## src/rtl/bscan_pkg.sv

```systemverilog
package bscan_pkg;

  typedef enum logic [2:0] {
    MODE_FUNC    = 3'd0,
    MODE_SAMPLE  = 3'd1,
    MODE_PRELOAD = 3'd2,
    MODE_EXTEST  = 3'd3,
    MODE_INTEST  = 3'd4,
    MODE_CLAMP   = 3'd5
  } bscan_mode_e;

  // Map a raw code onto a mode; unused codes fall back to functional.
  function automatic bscan_mode_e decode_mode(input logic [2:0] code);
    case (code)
      3'd1:    return MODE_SAMPLE;
      3'd2:    return MODE_PRELOAD;
      3'd3:    return MODE_EXTEST;
      3'd4:    return MODE_INTEST;
      3'd5:    return MODE_CLAMP;
      default: return MODE_FUNC;
    endcase
  endfunction

endpackage

```

## src/rtl/bscan_mode_ctl.sv

```systemverilog
module bscan_mode_ctl
  import bscan_pkg::*;
(
  input  logic        clk,
  input  logic        rst,
  input  logic [2:0]  mode_i,
  input  logic        capture_i,
  input  logic        shift_i,
  input  logic        update_i,
  output bscan_mode_e mode_q,
  output logic        cap_en,
  output logic        shift_en,
  output logic        upd_en,
  output logic        drive_pins,
  output logic        drive_core,
  output logic        out_cap_core
);

  always_ff @(posedge clk) begin
    if (rst) mode_q <= MODE_FUNC;
    else     mode_q <= decode_mode(mode_i);
  end

  logic chain_live;
  logic cap_allowed;

  always_comb begin
    chain_live   = 1'b0;
    cap_allowed  = 1'b0;
    drive_pins   = 1'b0;
    drive_core   = 1'b0;
    out_cap_core = 1'b0;
    case (mode_q)
      MODE_SAMPLE: begin
        chain_live  = 1'b1;
        cap_allowed = 1'b1;
      end
      MODE_PRELOAD: begin
        chain_live  = 1'b1;
      end
      MODE_EXTEST: begin
        chain_live  = 1'b1;
        cap_allowed = 1'b1;
        drive_pins  = 1'b1;
      end
      MODE_INTEST: begin
        chain_live   = 1'b1;
        cap_allowed  = 1'b1;
        drive_pins   = 1'b1;
        drive_core   = 1'b1;
        out_cap_core = 1'b1;
      end
      MODE_CLAMP: begin
        drive_pins  = 1'b1;
      end
      default: begin
      end
    endcase
  end

  assign cap_en   = chain_live & cap_allowed & capture_i;
  assign shift_en = chain_live & shift_i & ~capture_i;
  assign upd_en   = chain_live & update_i;

endmodule

```

## src/rtl/bscan_cell.sv

```systemverilog
module bscan_cell (
  input  logic clk,
  input  logic rst,
  input  logic cap_en,
  input  logic shift_en,
  input  logic upd_en,
  input  logic cap_d,
  input  logic scan_in,
  output logic stage_q,
  output logic latch_q
);

  always_ff @(posedge clk) begin
    if (cap_en)        stage_q <= cap_d;
    else if (shift_en) stage_q <= scan_in;
  end

  always_ff @(posedge clk) begin
    if (upd_en) latch_q <= stage_q;
  end


  stage_hold_chk: assert property (@(posedge clk) disable iff (rst)
    (!cap_en && !shift_en) |=> $stable(stage_q));


  latch_hold_chk: assert property (@(posedge clk) disable iff (rst)
    !upd_en |=> $stable(latch_q));


  latch_copy_chk: assert property (@(posedge clk) disable iff (rst)
    upd_en |=> (latch_q == $past(stage_q)));

endmodule

```

## src/rtl/bscan_chain.sv

```systemverilog
module bscan_chain
  import bscan_pkg::*;
#(
  parameter int N_IN  = 8,
  parameter int N_OUT = 8
) (
  input  logic             clk,
  input  logic             rst,
  input  logic [2:0]       mode_i,
  input  logic             capture_i,
  input  logic             shift_i,
  input  logic             update_i,
  input  logic             tdi_i,
  output logic             tdo_o,
  input  logic [N_IN-1:0]  pin_in_i,
  output logic [N_IN-1:0]  core_in_o,
  input  logic [N_OUT-1:0] core_out_i,
  output logic [N_OUT-1:0] pin_out_o
);

  localparam int TOTAL = N_IN + N_OUT;

  bscan_mode_e mode_q;
  logic cap_en, shift_en, upd_en;
  logic drive_pins, drive_core, out_cap_core;

  logic [TOTAL-1:0] stage_q;
  logic [TOTAL-1:0] latch_q;
  logic [TOTAL-1:0] cap_d;
  logic [TOTAL-1:0] scan_in;

  bscan_mode_ctl u_ctl (
    .clk          (clk),
    .rst          (rst),
    .mode_i       (mode_i),
    .capture_i    (capture_i),
    .shift_i      (shift_i),
    .update_i     (update_i),
    .mode_q       (mode_q),
    .cap_en       (cap_en),
    .shift_en     (shift_en),
    .upd_en       (upd_en),
    .drive_pins   (drive_pins),
    .drive_core   (drive_core),
    .out_cap_core (out_cap_core)
  );

  for (genvar k = 0; k < TOTAL; k++) begin : g_cell
    if (k == 0) begin : g_head
      assign scan_in[k] = tdi_i;
    end else begin : g_link
      assign scan_in[k] = stage_q[k-1];
    end

    if (k < N_IN) begin : g_in
      assign cap_d[k] = pin_in_i[k];
    end else begin : g_out
      assign cap_d[k] = out_cap_core ? core_out_i[k-N_IN] : pin_out_o[k-N_IN];
    end

    bscan_cell u_cell (
      .clk      (clk),
      .rst      (rst),
      .cap_en   (cap_en),
      .shift_en (shift_en),
      .upd_en   (upd_en),
      .cap_d    (cap_d[k]),
      .scan_in  (scan_in[k]),
      .stage_q  (stage_q[k]),
      .latch_q  (latch_q[k])
    );
  end

  assign core_in_o = drive_core ? latch_q[N_IN-1:0]     : pin_in_i;
  assign pin_out_o = drive_pins ? latch_q[TOTAL-1:N_IN] : core_out_i;
  assign tdo_o     = stage_q[TOTAL-1];


  func_pass_chk: assert property (@(posedge clk) disable iff (rst)
    (mode_q == MODE_FUNC) |-> (pin_out_o == core_out_i && core_in_o == pin_in_i));


  rst_release_chk: assert property (@(posedge clk) disable iff (rst)
    $past(rst) |-> (pin_out_o == core_out_i && core_in_o == pin_in_i));


  shift_entry_chk: assert property (@(posedge clk) disable iff (rst)
    shift_en |=> (stage_q[0] == $past(tdi_i)));


  shift_exit_chk: assert property (@(posedge clk) disable iff (rst)
    shift_en |=> (tdo_o == $past(stage_q[TOTAL-2])));


  sample_iso_chk: assert property (@(posedge clk) disable iff (rst)
    (mode_q == MODE_SAMPLE) |-> (pin_out_o == core_out_i && core_in_o == pin_in_i));


  intest_drive_chk: assert property (@(posedge clk) disable iff (rst)
    (mode_q == MODE_INTEST) |-> (core_in_o == latch_q[N_IN-1:0]));

endmodule

```

## config.mk

```make
export PLATFORM = sky130hd
export DESIGN_NAME = bscan_chain
export DESIGN_NICKNAME = d
export VERILOG_FILES = /design/src/rtl/bscan_pkg.sv /design/src/rtl/bscan_mode_ctl.sv /design/src/rtl/bscan_cell.sv /design/src/rtl/bscan_chain.sv
export SDC_FILE = /design/constraint.sdc
export NUM_CORES = 1
export LEC_CHECK = 0
export ABC_AREA = 0
export BUFFER_PORTS_ARGS = -buffer_cell sky130_fd_sc_hd__buf_2
export CORE_UTILIZATION = 55
export CTS_BUF_LIST = sky130_fd_sc_hd__clkbuf_8
export CTS_CLUSTER_DIAMETER = 60
export DETAILED_ROUTE_END_ITERATION = 7
export PLACE_DENSITY = 0.81
export SETUP_SLACK_MARGIN = 0.2
export SLEW_MARGIN = 20
export SYNTH_ARGS = -nofsm -noshare
export SYNTH_HDL_FRONTEND = slang
export SYNTH_HIERARCHICAL = 1
export SYNTH_SLANG_ARGS = --single-unit
```

## constraint.sdc

```tcl
create_clock -name clk -period 2.4 [get_ports clk]
set_input_delay 0.36 -clock clk [delete_from_list [all_inputs] [get_ports clk]]
set_output_delay 0.36 -clock clk [all_outputs]
set_load 0.1 [all_outputs]
```

After elaboration in Yosys (flattened, before gate mapping)
Index checks and enable logic that the tools add are counted.
{"block": "op_classes", "eq_ne": 10, "n_reduce_logical": 4, "n_mux": 47, "n_bitwise": 6}
{"operator": "$mux 1", "count": 44}
{"operator": "$mux 8", "count": 2}
{"operator": "$pmux 3 s5", "count": 1}
{"operator": "$eq 3x2->1 const B", "count": 4}
{"operator": "$eq 3x3->1 const B", "count": 4}
{"operator": "$eq 3x1->1 const B", "count": 2}
{"operator": "$reduce_or 3->1", "count": 2}
{"operator": "$and 1x1->1", "count": 5}
{"operator": "$reduce_or 4->1", "count": 1}
{"operator": "$reduce_bool 2->1", "count": 1}
{"operator": "$not 1->1", "count": 1}
{"block": "totals", "wordCells": 100, "out_inout_bits": 17, "regBits": 35, "in_bits": 25}

Depth between registers and ports, before layout
{"block": "depth", "ltp_word": 7, "mapped_depth": 7, "ltp_nobuf": 5}

Modules after synthesis
The synthesis kept the hierarchy.
{"mod": "bscan_cell", "area_per_inst_um2": 81.3, "seq_area_each_um2": 60.1, "n_inst": 16, "cells_each": 4}
{"mod": "bscan_chain", "area_per_inst_um2": 341.6, "seq_area_each_um2": 0.0, "n_inst": 1, "cells_each": 28}
{"mod": "bscan_mode_ctl", "area_per_inst_um2": 168.9, "seq_area_each_um2": 60.1, "n_inst": 1, "cells_each": 17}

Worst setup path after synthesis
Ideal clock, no wire load.
{"block": "synth_timing", "kind": "flip-flop to flip-flop", "from": "reg u_ctl.mode_q[0]", "to": "reg g_cell[0].u_cell.latch_q, enable pin", "setup_time_ns": 0.413, "path_buffers": 0, "slack_ns": 0.192, "arrival_ns": 1.795, "required_time_ns": 1.987, "stages_incl_launch_ff": 3, "period_less_slack_ns": 2.208, "path_cell_list": "dfxtp_1 o21a_1 nor3b_1"}
{"block": "synth_between", "elab_chain_len": 4, "word_cells_on_any_way": 7, "classes_between": "4 x eq/ne; 1 x mux; 1 x bitwise; 1 x reduce/logical"}
{"item": "start: declaration", "line_no": "bscan_mode_ctl.sv:10", "text": "output bscan_mode_e mode_q,"}
{"item": "start signal: assignment", "line_no": "bscan_mode_ctl.sv:21", "text": "else mode_q <= decode_mode(mode_i);"}
{"item": "$eq 3x2->1, or another cell as far along", "line_no": "bscan_mode_ctl.sv:33", "text": "case (mode_q)"}
{"item": "$reduce_or 4->1 (no source line) *"}
{"item": "$mux 1 *", "line_no": "bscan_mode_ctl.sv:33"}
{"item": "$and 1x1->1 *", "line_no": "bscan_mode_ctl.sv:63", "text": "assign upd_en = chain_live & update_i;"}
{"item": "net upd_en", "line_no": "bscan_chain.sv:24", "text": "logic cap_en, shift_en, upd_en;"}
{"item": "end signal: assignment", "line_no": "bscan_cell.sv:19", "text": "if (upd_en) latch_q <= stage_q;"}
{"item": "end: declaration", "line_no": "bscan_cell.sv:10", "text": "output logic latch_q"}
The timed path passes the listed nets; every way through them passes the cells marked *.
A chain may end at the register's enable or synchronous reset.

Worst setup path after layout
{"block": "layout_timing", "from": "reg u_ctl.mode_q[0]", "to": "reg g_cell[0].u_cell.stage_q, enable pin"}
{"block": "layout_between", "elab_chain_len": 6, "word_cells_on_any_way": 13, "classes_between": "4 x eq/ne; 2 x mux; 4 x bitwise; 3 x reduce/logical"}
{"item": "$eq 3x2->1, or another cell as far along", "line_no": "bscan_mode_ctl.sv:33"}
{"item": "$reduce_or 4->1 (no source line) *"}
{"item": "$mux 1 *", "line_no": "bscan_mode_ctl.sv:33"}
{"item": "$and 1x1->1 * (2 in series)", "line_no": "bscan_mode_ctl.sv:62", "text": "assign shift_en = chain_live & shift_i & ~capture_i;"}
{"item": "net shift_en", "line_no": "bscan_chain.sv:24"}
{"item": "$reduce_bool 2->1 (no source line) *"}
{"item": "end signal: assignment", "line_no": "bscan_cell.sv:14", "text": "if (cap_en) stage_q <= cap_d;"}
{"item": "end signal: assignment", "line_no": "bscan_cell.sv:15", "text": "else if (shift_en) stage_q <= scan_in;"}
{"item": "end: declaration", "line_no": "bscan_cell.sv:9", "text": "output logic stage_q,"}
Marks and branches as above.

==> run metrics <==
outcome completed; clk slew on worst S/H paths 70 ps; FILL cells approximately 190; CP Class register to register; fraction of layout cells with a size suffix above 1 71.1%; syn_area_per_cell ~17 µm²; hold crit path type input pin to register; Worst Tran Pin Value 1130 ps; layer with the highest usage met2; drt via density 5.18; Starting Density just under 60%; Clk Latency, worst-skew pair 290 ps; post-synthesis cell type count 19; Min Clock Period, post-route approximately 2100 ps; vias in the first global route 1146; Synth Instances 109; placeable core region about 3100 µm²; GR Overflow Total 0; Cell Pwr Density 647 nW/µm²; fmax 0.481 GHz; setup TNS 0 ps; global-route wire length before repair ~5600 µm; met1 Resource Use GR 27.1%; RSZ-0062 raised after global routing no; final worst path period share 86.6%; die height roughly 59 µm; Worst Setup End Kind register; Post-synth EDFFs 32; Syn Std Cell Area 1810 µm²; Primary FF master, synth edfxtp_1; Async SR Flop Fraction 0%; gpl congestion 0.718; dpl hpwl ~2400 µm; #FFs+latches synth 35; # rows 20; H-tree levels 2; GRT Util Overall 23.2%; R2R Setup Slk 320 ps; met2 GRT Util 38.0%; Layout Nets between 150 and 200; worst relative slew slack between 20% and 30%; Worst Skew 1.88 ps; Cell Count, Final, Fillers Out 203; routing usage on met3 approximately a tenth; Worst Path Required 2410 ps; critical path arrival 2090 ps; Port Buffers 41; Final Max Tran Viols 0; ANT nets after route 0; dpl cells 195; register area share after synthesis 56.4%; Ys Warns 6; Post-Syn Nets 134; # DRC 0; Worst Setup Start Kind register; die area ~3500 µm²; IO Count 42; Final Hold Vio Count 0; initial antenna violation count 0; Die Wd 59.4 µm; initial drt markers 30; final setup fails 0; DRT Pass-1 Iters 4; Area growth syn-to-layout 32.6%; # clock sinks 35; leakage power 1.00 nW; Longest Clk Path Bufs 2; critical path fanouts, max 16; Post-Route WL 3470 µm; DR WL/cell 17.1 µm; Ant. Diodes 0; largest net degree at the start of global routing 33; Setup Buffers After CTS 0; TritonCTS buffer count 5; DR vias 1051; CTS tree built; Worst VDD drop around 550 µV; max cap viols 0; Root Buffer clkbuf_8
final timing paths:
check | start | endpoint | cells past startpoint
max | u_ctl/mode_q[0] | g_cell[0].u_cell/stage_q | 3
min | mode_i[1] | u_ctl/mode_q[2] | 2
max reg2reg | u_ctl/mode_q[0] | g_cell[0].u_cell/stage_q | 3
min reg2reg | g_cell[12].u_cell/stage_q | g_cell[12].u_cell/latch_q | 0
timing repair:
item,4_1_cts,5_1_grt
hold buffers,0,0
endpoints found under the setup margin,0,8
gates resized for setup,0,1
hold endpoints to repair,0,0
cells in the final DEF (no fill, tap or decap), types with 3 or more instances in the layout:
cell type,count
mux2_2,16
buf_2,25
inv_1,3
clkbuf_8,5
mux2_4,24
buf_12,16
or2_2,16
buf_4,5
edfxtp_1,32
area by class of cell:
cell class,count,area (µm²),area share (%)
repair buffers,46,483,20.1
clock inverters,3,12.5,0.521
well taps,44,55.1,2.29
flip-flops and latches,35,1020,42.6
clock buffers,5,68.8,2.86
inverters,1,3.75,0.156
multi-input cells,69,757,31.5
state kept, by name, summed over array words and instances (netlist names):
signal	flops
g_cell.u_cell/latch_q	16
u_ctl/mode_q	3
g_cell.u_cell/stage_q	16
worst max-delay path: stages (launching register included):
cell,delay [ps]
dfxtp_1,350
o21a_1,230
nor4b_2,960
or2_2,260
cells by family (layout without fill, tap and decap cells):
| family | count (synthesis) | in the layout | share of synthesized area, % |
|---|---|---|---|
| AO/OA/AOI/OAI | 3 | 3 | 1.24 |
| AND/OR/NAND/NOR | 25 | 25 | 9.88 |
| multiplexers | 41 | 41 | 30.4 |
| flip-flops | 35 | 35 | 56.4 |
| buffers and inverters | 5 | 55 | 2.14 |
where the power goes:
part           leakage (nW)  internal (mW)  switching [mW]
clock                0.0505          0.195           0.204
combinational         0.627          0.183           0.243
sequential            0.322          0.710          0.0183
per-layer routing:
layer / vias to the layer above / part of all wire [%]
li1: 508 / -
met1: 500 / 41
met2: 38 / 51
met3: 5 / 6.7
met4: 0 / 1.2
met5: - / 0
synthesized netlist by cell type (2+ instances only):
| master | number | area [µm²] |
|---|---|---|
| o21a_1 | 2 | 15.0 |
| mux2_4 | 24 | 360 |
| dfxtp_1 | 3 | 60.1 |
| edfxtp_1 | 32 | 961 |
| mux2_2 | 16 | 180 |
| buf_6 | 2 | 22.5 |
| nor3b_1 | 3 | 22.5 |
| or2_2 | 16 | 100 |
through the flow:
step / util, % / worst slack (ps) / power (mW) / area [µm²] / hold WS (ps)
finish: 78.0 / 322 / 1.55 / 2400 / 258
global route: 78.0 / 203 / 1.62 / 2400 / 244
CTS: 78.0 / 309 / 1.57 / 2400 / 247
detailed placement: 75.4 / 336 / 1.17 / 2320 / 446
global placement: 75.4 / 489 / 1.15 / 2320 / 432
floorplan: - / 382 / 1.02 / 1820 / 427
Power figures use the tool's default switching activity.
